===== config.mk =====
export PLATFORM = sky130hd
export DESIGN_NAME = wb2_cache
export DESIGN_NICKNAME = d
export VERILOG_FILES = /design/src/rtl/wb2_pkg.sv /design/src/rtl/wb2_way_match.sv /design/src/rtl/wb2_victim_sel.sv /design/src/rtl/wb2_byte_lane.sv /design/src/rtl/wb2_cache.sv
export SDC_FILE = /design/constraint.sdc
export NUM_CORES = 1
export LEC_CHECK = 0
export ABC_AREA = 1
export BUFFER_PORTS_ARGS = -buffer_cell sky130_fd_sc_hd__buf_2
export CORE_ASPECT_RATIO = 0.7
export CORE_MARGIN = 3
export CORE_UTILIZATION = 58
export CTS_CLUSTER_DIAMETER = 40
export DETAILED_ROUTE_END_ITERATION = 16
export GPL_TIMING_DRIVEN = 0
export HOLD_SLACK_MARGIN = 0.03
export PLACE_DENSITY = 0.78
export SLEW_MARGIN = 10
export SYNTH_ARGS = -nofsm -noshare
export SYNTH_HDL_FRONTEND = slang
export SYNTH_HIERARCHICAL = 1
export SYNTH_SLANG_ARGS = --single-unit

===== constraint.sdc =====
create_clock -name clk -period 2.05 [get_ports clk]
set_input_delay 0.1025 -clock clk [delete_from_list [all_inputs] [get_ports clk]]
set_output_delay 0.1025 -clock clk [all_outputs]
set_load 0.05 [all_outputs]

===== src/rtl/wb2_pkg.sv =====
package wb2_pkg;

    // Controller phases of one processor access.
    typedef enum logic [1:0] {
        CS_IDLE  = 2'd0,   // look up, answer hits, pick victim on a miss
        CS_EVICT = 2'd1,   // write modified victim block to memory
        CS_FILL  = 2'd2,   // read the missing block
        CS_WTWR  = 2'd3    // write-through byte store to memory
    } cstate_e;

    localparam int unsigned WAYS = 2;

endpackage


===== src/rtl/wb2_way_match.sv =====
module wb2_way_match #(
    parameter int TAG_W = 2,
    parameter int WAYS  = 2
) (
    input  logic [WAYS-1:0]            valid,
    input  logic [WAYS-1:0][TAG_W-1:0] tags,
    input  logic [TAG_W-1:0]           probe,
    output logic [WAYS-1:0]            hit
);

    for (genvar w = 0; w < WAYS; w++) begin : g_way
        assign hit[w] = valid[w] && (tags[w] == probe);
    end

endmodule


===== src/rtl/wb2_victim_sel.sv =====
module wb2_victim_sel (
    input  logic [1:0] valid,
    input  logic       lru_way,
    output logic       victim
);

    // An empty way is filled first; otherwise the least recently used way.
    always_comb begin
        if (!valid[0]) begin
            victim = 1'b0;
        end else if (!valid[1]) begin
            victim = 1'b1;
        end else begin
            victim = lru_way;
        end
    end

endmodule


===== src/rtl/wb2_byte_lane.sv =====
module wb2_byte_lane #(
    parameter int BLK_BYTES = 2,
    localparam int OFF_W    = $clog2(BLK_BYTES),
    localparam int BLK_W    = 8 * BLK_BYTES
) (
    input  logic [BLK_W-1:0]     blk,
    input  logic [OFF_W-1:0]     off,
    input  logic [7:0]           wbyte,
    output logic [7:0]           rbyte,
    output logic [BLK_W-1:0]     merged,
    output logic [BLK_BYTES-1:0] lane
);

    for (genvar i = 0; i < BLK_BYTES; i++) begin : g_lane
        assign lane[i]           = (off == OFF_W'(i));
        assign merged[i*8 +: 8]  = lane[i] ? wbyte : blk[i*8 +: 8];
    end

    always_comb begin
        rbyte = '0;
        for (int i = 0; i < BLK_BYTES; i++) begin
            if (lane[i]) begin
                rbyte = blk[i*8 +: 8];
            end
        end
    end

endmodule


===== src/rtl/wb2_cache.sv =====
module wb2_cache
    import wb2_pkg::*;
#(
    parameter int ADDR_W     = 4,
    parameter int BLK_BYTES  = 2,
    parameter int SETS       = 1,
    parameter bit WRITE_BACK = 1'b1,
    parameter int CNT_W      = 16
) (
    input  logic                   clk,
    input  logic                   rst,
    input  logic                   cpu_req,
    input  logic                   cpu_we,
    input  logic [ADDR_W-1:0]      cpu_addr,
    input  logic [7:0]             cpu_wdata,
    output logic                   cpu_done,
    output logic [7:0]             cpu_rdata,
    output logic                   mem_req,
    output logic                   mem_we,
    output logic [ADDR_W-1:0]      mem_addr,
    output logic [BLK_BYTES-1:0]   mem_be,
    output logic [8*BLK_BYTES-1:0] mem_wdata,
    input  logic [8*BLK_BYTES-1:0] mem_rdata,
    input  logic                   mem_ack,
    output logic [CNT_W-1:0]       hit_count,
    output logic [CNT_W-1:0]       miss_count,
    output logic [CNT_W-1:0]       rd_bytes,
    output logic [CNT_W-1:0]       wr_bytes
);

    localparam int OFF_W    = $clog2(BLK_BYTES);
    localparam int IDX_BITS = $clog2(SETS);
    localparam int SET_W    = (IDX_BITS > 0) ? IDX_BITS : 1;
    localparam int TAG_W    = ADDR_W - OFF_W - IDX_BITS;
    localparam int BLK_W    = 8 * BLK_BYTES;

    typedef struct packed {
        cstate_e                            st;
        logic [SETS-1:0][WAYS-1:0]          valid;
        logic [SETS-1:0][WAYS-1:0]          dirty;
        logic [SETS-1:0][WAYS-1:0][TAG_W-1:0] tag;
        logic [SETS-1:0][WAYS-1:0][BLK_W-1:0] data;
        logic [SETS-1:0]                    lru;      // way to replace next
        logic                               victim;   // way chosen for the open miss
        logic                               pending;  // open request already counted as a miss
        logic                               done;
        logic [7:0]                         rdata;
        logic [ADDR_W-1:0]                  maddr;
        logic                               mwe;
        logic [BLK_BYTES-1:0]               mbe;
        logic [BLK_W-1:0]                   mwdata;
        logic [CNT_W-1:0]                   hits;
        logic [CNT_W-1:0]                   misses;
        logic [CNT_W-1:0]                   rdb;
        logic [CNT_W-1:0]                   wrb;
    } regs_t;

    regs_t q, d;

    // Address fields of the current request.
    logic [SET_W-1:0] sidx;
    logic [TAG_W-1:0] ptag;
    logic [OFF_W-1:0] poff;

    always_comb begin
        ptag = cpu_addr[ADDR_W-1 -: TAG_W];
        poff = cpu_addr[OFF_W-1:0];
        if (IDX_BITS > 0) begin
            sidx = cpu_addr[OFF_W +: SET_W];
        end else begin
            sidx = '0;
        end
    end

    // Block-aligned address from a tag and the current set.
    function automatic logic [ADDR_W-1:0] blk_addr(input logic [TAG_W-1:0] t,
                                                   input logic [SET_W-1:0] s);
        logic [ADDR_W-1:0] a;
        a = '0;
        if (IDX_BITS > 0) begin
            a[OFF_W +: SET_W] = s;
        end
        a[ADDR_W-1 -: TAG_W] = t;
        return a;
    endfunction

    // Lookup in the addressed set.
    logic [WAYS-1:0] hit_vec;
    logic            hit_any;
    logic            hit_way;
    logic            victim_way;

    wb2_way_match #(.TAG_W(TAG_W), .WAYS(WAYS)) u_match (
        .valid (q.valid[sidx]),
        .tags  (q.tag[sidx]),
        .probe (ptag),
        .hit   (hit_vec)
    );

    assign hit_any = |hit_vec;
    assign hit_way = hit_vec[1];

    wb2_victim_sel u_victim (
        .valid   (q.valid[sidx]),
        .lru_way (q.lru[sidx]),
        .victim  (victim_way)
    );

    // Byte extraction and merge on the hitting line.
    logic [7:0]           lane_rbyte;
    logic [BLK_W-1:0]     lane_merged;
    logic [BLK_BYTES-1:0] lane_sel;

    wb2_byte_lane #(.BLK_BYTES(BLK_BYTES)) u_lane (
        .blk    (q.data[sidx][hit_way]),
        .off    (poff),
        .wbyte  (cpu_wdata),
        .rbyte  (lane_rbyte),
        .merged (lane_merged),
        .lane   (lane_sel)
    );

    logic active;
    assign active = cpu_req && !q.done;

    always_comb begin
        d      = q;
        d.done = 1'b0;
        case (q.st)
            CS_IDLE: begin
                if (active) begin
                    if (hit_any) begin
                        if (!q.pending) begin
                            d.hits = q.hits + CNT_W'(1);
                        end
                        d.pending    = 1'b0;
                        d.lru[sidx]  = ~hit_way;
                        if (!cpu_we) begin
                            d.rdata = lane_rbyte;
                            d.done  = 1'b1;
                        end else begin
                            d.data[sidx][hit_way] = lane_merged;
                            if (WRITE_BACK) begin
                                d.dirty[sidx][hit_way] = 1'b1;
                                d.done                 = 1'b1;
                            end else begin
                                d.maddr  = blk_addr(ptag, sidx);
                                d.mwe    = 1'b1;
                                d.mbe    = lane_sel;
                                d.mwdata = lane_merged;
                                d.st     = CS_WTWR;
                            end
                        end
                    end else begin
                        d.misses  = q.misses + CNT_W'(1);
                        d.pending = 1'b1;
                        d.victim  = victim_way;
                        if (q.valid[sidx][victim_way] && q.dirty[sidx][victim_way]) begin
                            d.maddr  = blk_addr(q.tag[sidx][victim_way], sidx);
                            d.mwe    = 1'b1;
                            d.mbe    = '1;
                            d.mwdata = q.data[sidx][victim_way];
                            d.st     = CS_EVICT;
                        end else begin
                            d.maddr = blk_addr(ptag, sidx);
                            d.mwe   = 1'b0;
                            d.mbe   = '0;
                            d.st    = CS_FILL;
                        end
                    end
                end
            end
            CS_EVICT: begin
                if (mem_ack) begin
                    d.wrb                    = q.wrb + CNT_W'(BLK_BYTES);
                    d.valid[sidx][q.victim]  = 1'b0;
                    d.dirty[sidx][q.victim]  = 1'b0;
                    d.maddr                  = blk_addr(ptag, sidx);
                    d.mwe                    = 1'b0;
                    d.mbe                    = '0;
                    d.st                     = CS_FILL;
                end
            end
            CS_FILL: begin
                if (mem_ack) begin
                    d.rdb                   = q.rdb + CNT_W'(BLK_BYTES);
                    d.valid[sidx][q.victim] = 1'b1;
                    d.dirty[sidx][q.victim] = 1'b0;
                    d.tag[sidx][q.victim]   = ptag;
                    d.data[sidx][q.victim]  = mem_rdata;
                    d.lru[sidx]             = ~q.victim;
                    d.st                    = CS_IDLE;
                end
            end
            CS_WTWR: begin
                if (mem_ack) begin
                    d.wrb  = q.wrb + CNT_W'($countones(q.mbe));
                    d.mwe  = 1'b0;
                    d.done = 1'b1;
                    d.st   = CS_IDLE;
                end
            end
            default: d.st = CS_IDLE;
        endcase
    end

    always_ff @(posedge clk) begin
        if (rst) begin
            q <= '0;
        end else begin
            q <= d;
        end
    end

    assign cpu_done   = q.done;
    assign cpu_rdata  = q.rdata;
    assign mem_req    = (q.st != CS_IDLE);
    assign mem_we     = q.mwe;
    assign mem_addr   = q.maddr;
    assign mem_be     = q.mbe;
    assign mem_wdata  = q.mwdata;
    assign hit_count  = q.hits;
    assign miss_count = q.misses;
    assign rd_bytes   = q.rdb;
    assign wr_bytes   = q.wrb;

endmodule


==> results of run 1 <==
[metal layers]
layer	wire, um	share of wire (%)	track usage (%)
met5	0	0	0
met4	599	2.4	8.355
met1	10940	45	42.39
met2	10240	42	44.29
met3	2712	11	6.295
[state kept, by name, summed over array words and instances, names as in the netlist]
signal / flops
wr_bytes: 16
hit_count: 16
miss_count: 16
cpu_done: 1
cpu_rdata: 8
mem_we: 1
mem_addr: 3
q: 47
mem_be: 1
rd_bytes: 15
mem_wdata: 16
[worst min-delay path, cell delays in order]
cell	delay (ps)
buf_2	90
nand2_1	40
o21ai_0	60
o21ai_1	70
nor2_1	80
[cell usage in the layout (no fill, tap or decap), types with 9 or more instances in the layout]
master and n:
nand2_1 305, inv_1 154, nor2_1 152, dfxtp_1 135
buf_2 133, buf_4 109, o21ai_0 103, a21oi_1 79
nand3_1 68, o21ai_1 19, clkbuf_1 19, clkbuf_16 19
nand2_2 17, nor2_2 13, nor3_1 13, buf_6 10
o22ai_1 10, nand4_1 10, nor2_4 9, ha_1 9
[layout make-up]
type / instances / area, um^2
well taps: 190 / 237.7
clock inverters: 12 / 209.0
inverters: 166 / 638.1
flip-flops and latches: 140 / 2809
multi-input cells: 857 / 4129
repair buffers: 141 / 803.3
clock buffers: 20 / 446.7
plain buffers: 140 / 1013
fillers: 1172 / 3722
[metrics by stage]
step	total power [mW]	TNS, ps
floorplan	3.717	0
global placement	4.018	-3626
detailed placement	4.036	-5005
CTS	7.496	0
global route	7.884	-569.9
finish	7.645	-20.06
[power by group through the flow]
stage	Clock, mW	Sequential, mW	Combinational [mW]
after floorplan	0	2.95	0.772
after global placement	0	2.97	1.05
after detailed placement	0	2.97	1.07
after CTS	3.49	2.91	1.09
after global routing	3.61	2.93	1.35
final	3.48	2.92	1.25
[what timing repair did]
| item | 4_1_cts | 5_1_grt |
|---|---|---|
| gates cloned | 0 | 3 |
| hold buffers | 3 | 0 |
| setup endpoints to repair | 40 | 70 |
| gates resized for setup | 15 | 74 |
| pin swaps | 0 | 8 |
| endpoints found under the hold margin | 3 | 0 |
| setup buffers | 1 | 9 |
[final timing paths]
check | startpoint | endpoint | slack (ps) | cells past startpoint
max | cpu_addr[1] | mem_wdata[7] | -20 | 14
min | mem_rdata[14] | q[113] | 60 | 5
max reg2reg | q[136] | q[116] | 30 | 16
min reg2reg | mem_wdata[3] | mem_wdata[3] | 460 | 2
==> results.cfg, run 1 <==
[global_route]
track_usage_pct = 29.36
grt_max_degree = 17
gr-total-overflow = 0
antenna_found_initial = 0
grt_pass1_wl_mm = 37.47
grt_pass1_vias = 7686

[final_layout]
postLayoutCoreUtil_pct = 73.43
stdcell_count = 1666
final_area_um2 = 10290
nNetsFinal = 1508
syn2layout_area_growth_pct = 22.74
layout-drive-gt1-share_pct = 25.20
diodes = 0

[power]
intPower_mw = 5.445
comb_power_share_pct = 16.3
ir_drop_uv = 604.8
power.density_nw_per_um2 = 743.2
p_leak_nw = 4.992
switching_share_pct = 28.78
switching_power_mw = 2.200
clkPwrFrac_pct = 45.5
seqPwrFrac_pct = 38.2

[clock_tree]
cts-root-buf = clkbuf_16
cts_tree = yes
clkLatencyLatePin_ps = 420
htree_levels = 4
clkTransAtPathRegs_ps = 60
clock_path_buffers = 2
numCtsBuffers = 17
cts_sinks = 140

[sta]
worst-slew-pin-transition_ps = 814.8
finalMaxSlewViolations = 0
slew_headroom_pct = 45.68
rsz0062_at_grt = true
finClkSkew_ps = 8.455
max_freq_mhz = 484.2
hold_violations = 0
hold_slack_ps = 60.51
timing.final.crit_share_pct = 100.7
setup_violations = 3
post-route-min-period_ps = 2065
worst_slack_ps = -15.37

[worst_setup_path]
crit_fanout = 10
startpoint_type = input port
critPathArrivalTime_ps = 2340
cp.buffers_inverters = 5
crit_required_ps = 2330
crit_type = input port to flop
endpoint_kind = flop
path_cells = dlygate4sd3_1, buf_4, inv_1, nand2_1, nand3_1, nor2_2, buf_6, nor2_2, nand2_1, nor2_4, nand2_2, buf_2, nand2_1, a21oi_1
cpPeakStageDelay_ps = 560
crit_family = buffers and inverters
cpMaxStageDelayCell = dlygate4sd3_1
cpMostUsedCell = nand2_1

[drt]
antenna_left = 0
firstDrtPassIters = 6
viasPerCell = 5.234
wirelength_mm = 24.49
via_count = 8720
drc = 0
drtIter0Drc = 943
wl_per_cell_um = 14.70

[floorplan]
start_util_pct = 59.82
fp.dieW_um = 149.7
rows = 36
num_io_pins = 130
core_area_um2 = 14010
die-height_um = 106.6
dieArea_um2 = 15950

[placed_design]
place_congestion = 0.9745
dp.cells = 1618
dp_slack_ps = -213.8
numPortBuffers = 125
dp_hpwl_mm = 17.32
place_area_um2 = 9248

[job]
cap_violations = 0

[synthesis]
ys_warn_count = 6
synth_area_um2 = 8381
synthCells = 1302
synth.avg_cell_area_um2 = 6.437

[status]
status = finished, violations left
violations = setup timing

[min_path]
hp-class = input port to flop
Note: power is estimated with default switching activity, not from simulation.
==> run 2: changes to the inputs <==
--- a/config.mk
+++ b/config.mk
@@ -15,6 +15,7 @@
 export GPL_TIMING_DRIVEN = 0
 export HOLD_SLACK_MARGIN = 0.03
 export PLACE_DENSITY = 0.78
+export SETUP_SLACK_MARGIN = 0.15
 export SLEW_MARGIN = 10
 export SYNTH_ARGS = -nofsm -noshare
 export SYNTH_HDL_FRONTEND = slang
==> results.cfg, run 2 (synthesis gave the netlist of run 1 again) <==
[power]
fin_total_pwr_mw = 7.854
ir_drop_uv = 596.8
p_leak_nw = 5.183
intPower_mw = 5.531
switching_power_mw = 2.323
switching_share_pct = 29.58
power.density_nw_per_um2 = 723.8
comb_power_share_pct = 18.2
seqPwrFrac_pct = 37.3
clkPwrFrac_pct = 44.5

[drt]
wl_per_cell_um = 15.77
via_count = 9112
viasPerCell = 5.405
drtIter0Drc = 944
firstDrtPassIters = 7
antenna_left = 0
wirelength_mm = 26.58
drc = 0

[floorplan]
dieArea_um2 = 15950
num_io_pins = 130
rows = 36
fp.dieW_um = 149.7
core_area_um2 = 14010
start_util_pct = 59.82
die-height_um = 106.6

[final_layout]
postLayoutCoreUtil_pct = 77.46
syn2layout_area_growth_pct = 29.47
top_register = q
final_cell_mix = nand2_1, inv_1, nor2_1
final_area_um2 = 10850
diodes = 0
nNetsFinal = 1528
fillCellCount = 1055
final_common_cell = nand2_1
largest_reg_flops = 47
layout-drive-gt1-share_pct = 29.81

[sta]
finClkSkew_ps = 9.972
hold_violations = 0
worst-slew-pin-transition_ps = 932.7
max_freq_mhz = 474.7
worst_slack_ps = -56.74
slew_headroom_pct = 37.82
finalMaxSlewViolations = 0
post-route-min-period_ps = 2107
timing.final.crit_share_pct = 102.8
hold_slack_ps = 43.55
setup_violations = 3
rsz0062_at_grt = true

[global_route]
grt_pass1_vias = 7803
track_usage_pct = 30.01
grt_max_degree = 17
grt_pass1_wl_mm = 38.16
antenna_found_initial = 0
gr-total-overflow = 0

[job]
cap_violations = 0

[min_path]
hp-class = input port to flop

[status]
violations = setup timing
status = finished, violations left

[placed_design]
place_congestion = 0.9745
dp_hpwl_mm = 17.32
numPortBuffers = 125
dp_slack_ps = -213.8
place_area_um2 = 9248

[worst_setup_path]
crit_type = flop to flop
endpoint_kind = flop
crit_fanout = 10
critPathArrivalTime_ps = 2420
startpoint_type = flop
crit_required_ps = 2360

[clock_tree]
numCtsBuffers = 17
cts_sinks = 140
clock_path_buffers = 2
htree_levels = 4
clkTransAtPathRegs_ps = 60
cts-root-buf = clkbuf_16
cts_tree = yes
clkLatencyLatePin_ps = 420
## run 2: cell count changes in the layout (fill, tap and decap cells not counted), moves of 7 or more
cell     delta
nand3_1     -9
nor2_4      +7
nand2_1    -11
buf_4      +10
a21oi_2    +11
a21oi_1    -12
o21ai_0    -10
## run 2: worst paths after layout
| path | startpoint | to | slack [ps] | depth (start not counted) |
|---|---|---|---|---|
| min | cpu_addr[1] | q[134] | 40 | 3 |
| max reg2reg | q[133] | q[120] | -60 | 14 |
| max | q[133] | q[120] | -60 | 14 |
| min reg2reg | mem_wdata[12] | mem_wdata[12] | 470 | 2 |
## run 2: metal layers
| layer | routed length (um) | global-route usage, % |
|---|---|---|
| met3 | 2894 | 6.844 |
| met2 | 11580 | 45.03 |
| met5 | 0 | 0 |
| met4 | 863 | 9.530 |
| met1 | 11240 | 42.87 |
## run 2: through the flow
step           instances  TNS [ps]
5_1_grt             1686    -277.1
2_1_floorplan       1303         0
6_report            1686    -84.85
3_5_place_dp        1618     -5005
4_1_cts             1664         0
3_3_place_gp        1618     -3626
## run 2: critical path, cell delays in order, from the launching register on
cell and delay [ps]:
dfxtp_2 380, inv_1 70, nand2_1 60, nand3_1 100, nor2_2 220, inv_1 110
nand2_4 100, nand2_4 80, nand2_4 120, nand2_4 80, nor2_4 130, nand2_4 140
buf_8 190, nor2_1 160, nor2_1 70
## run 2: power groups by stage
stage / clock network [mW] / logic, mW / registers (mW)
after detailed placement: 0 / 1.07 / 2.97
after global placement: 0 / 1.05 / 2.97
after global routing: 3.62 / 1.51 / 2.94
after floorplan: 0 / 0.772 / 2.95
after CTS: 3.49 / 1.16 / 2.91
final: 3.50 / 1.43 / 2.93
## run 2: cell type report
type	count	area, um^2	area share (%)
Multi-Input combinational cell	857	4419	40.73
Sequential cell	140	2813	25.92
Buffer	140	1064	9.802
Timing Repair Buffer	161	1021	9.410
Inverter	166	640.6	5.904
Clock buffer	20	446.7	4.117
Tap cell	190	237.7	2.191
Clock inverter	12	209.0	1.926
## run 2: what timing repair did
item                                    in CTS  in global routing
resized for setup                           47                149
setup buffers                               10                 16
endpoints found under the hold margin        3                  0
cloned                                       1                  6
pin swaps                                    3                 40
endpoints found under the setup margin      58                 91
hold buffers                                 3                  0
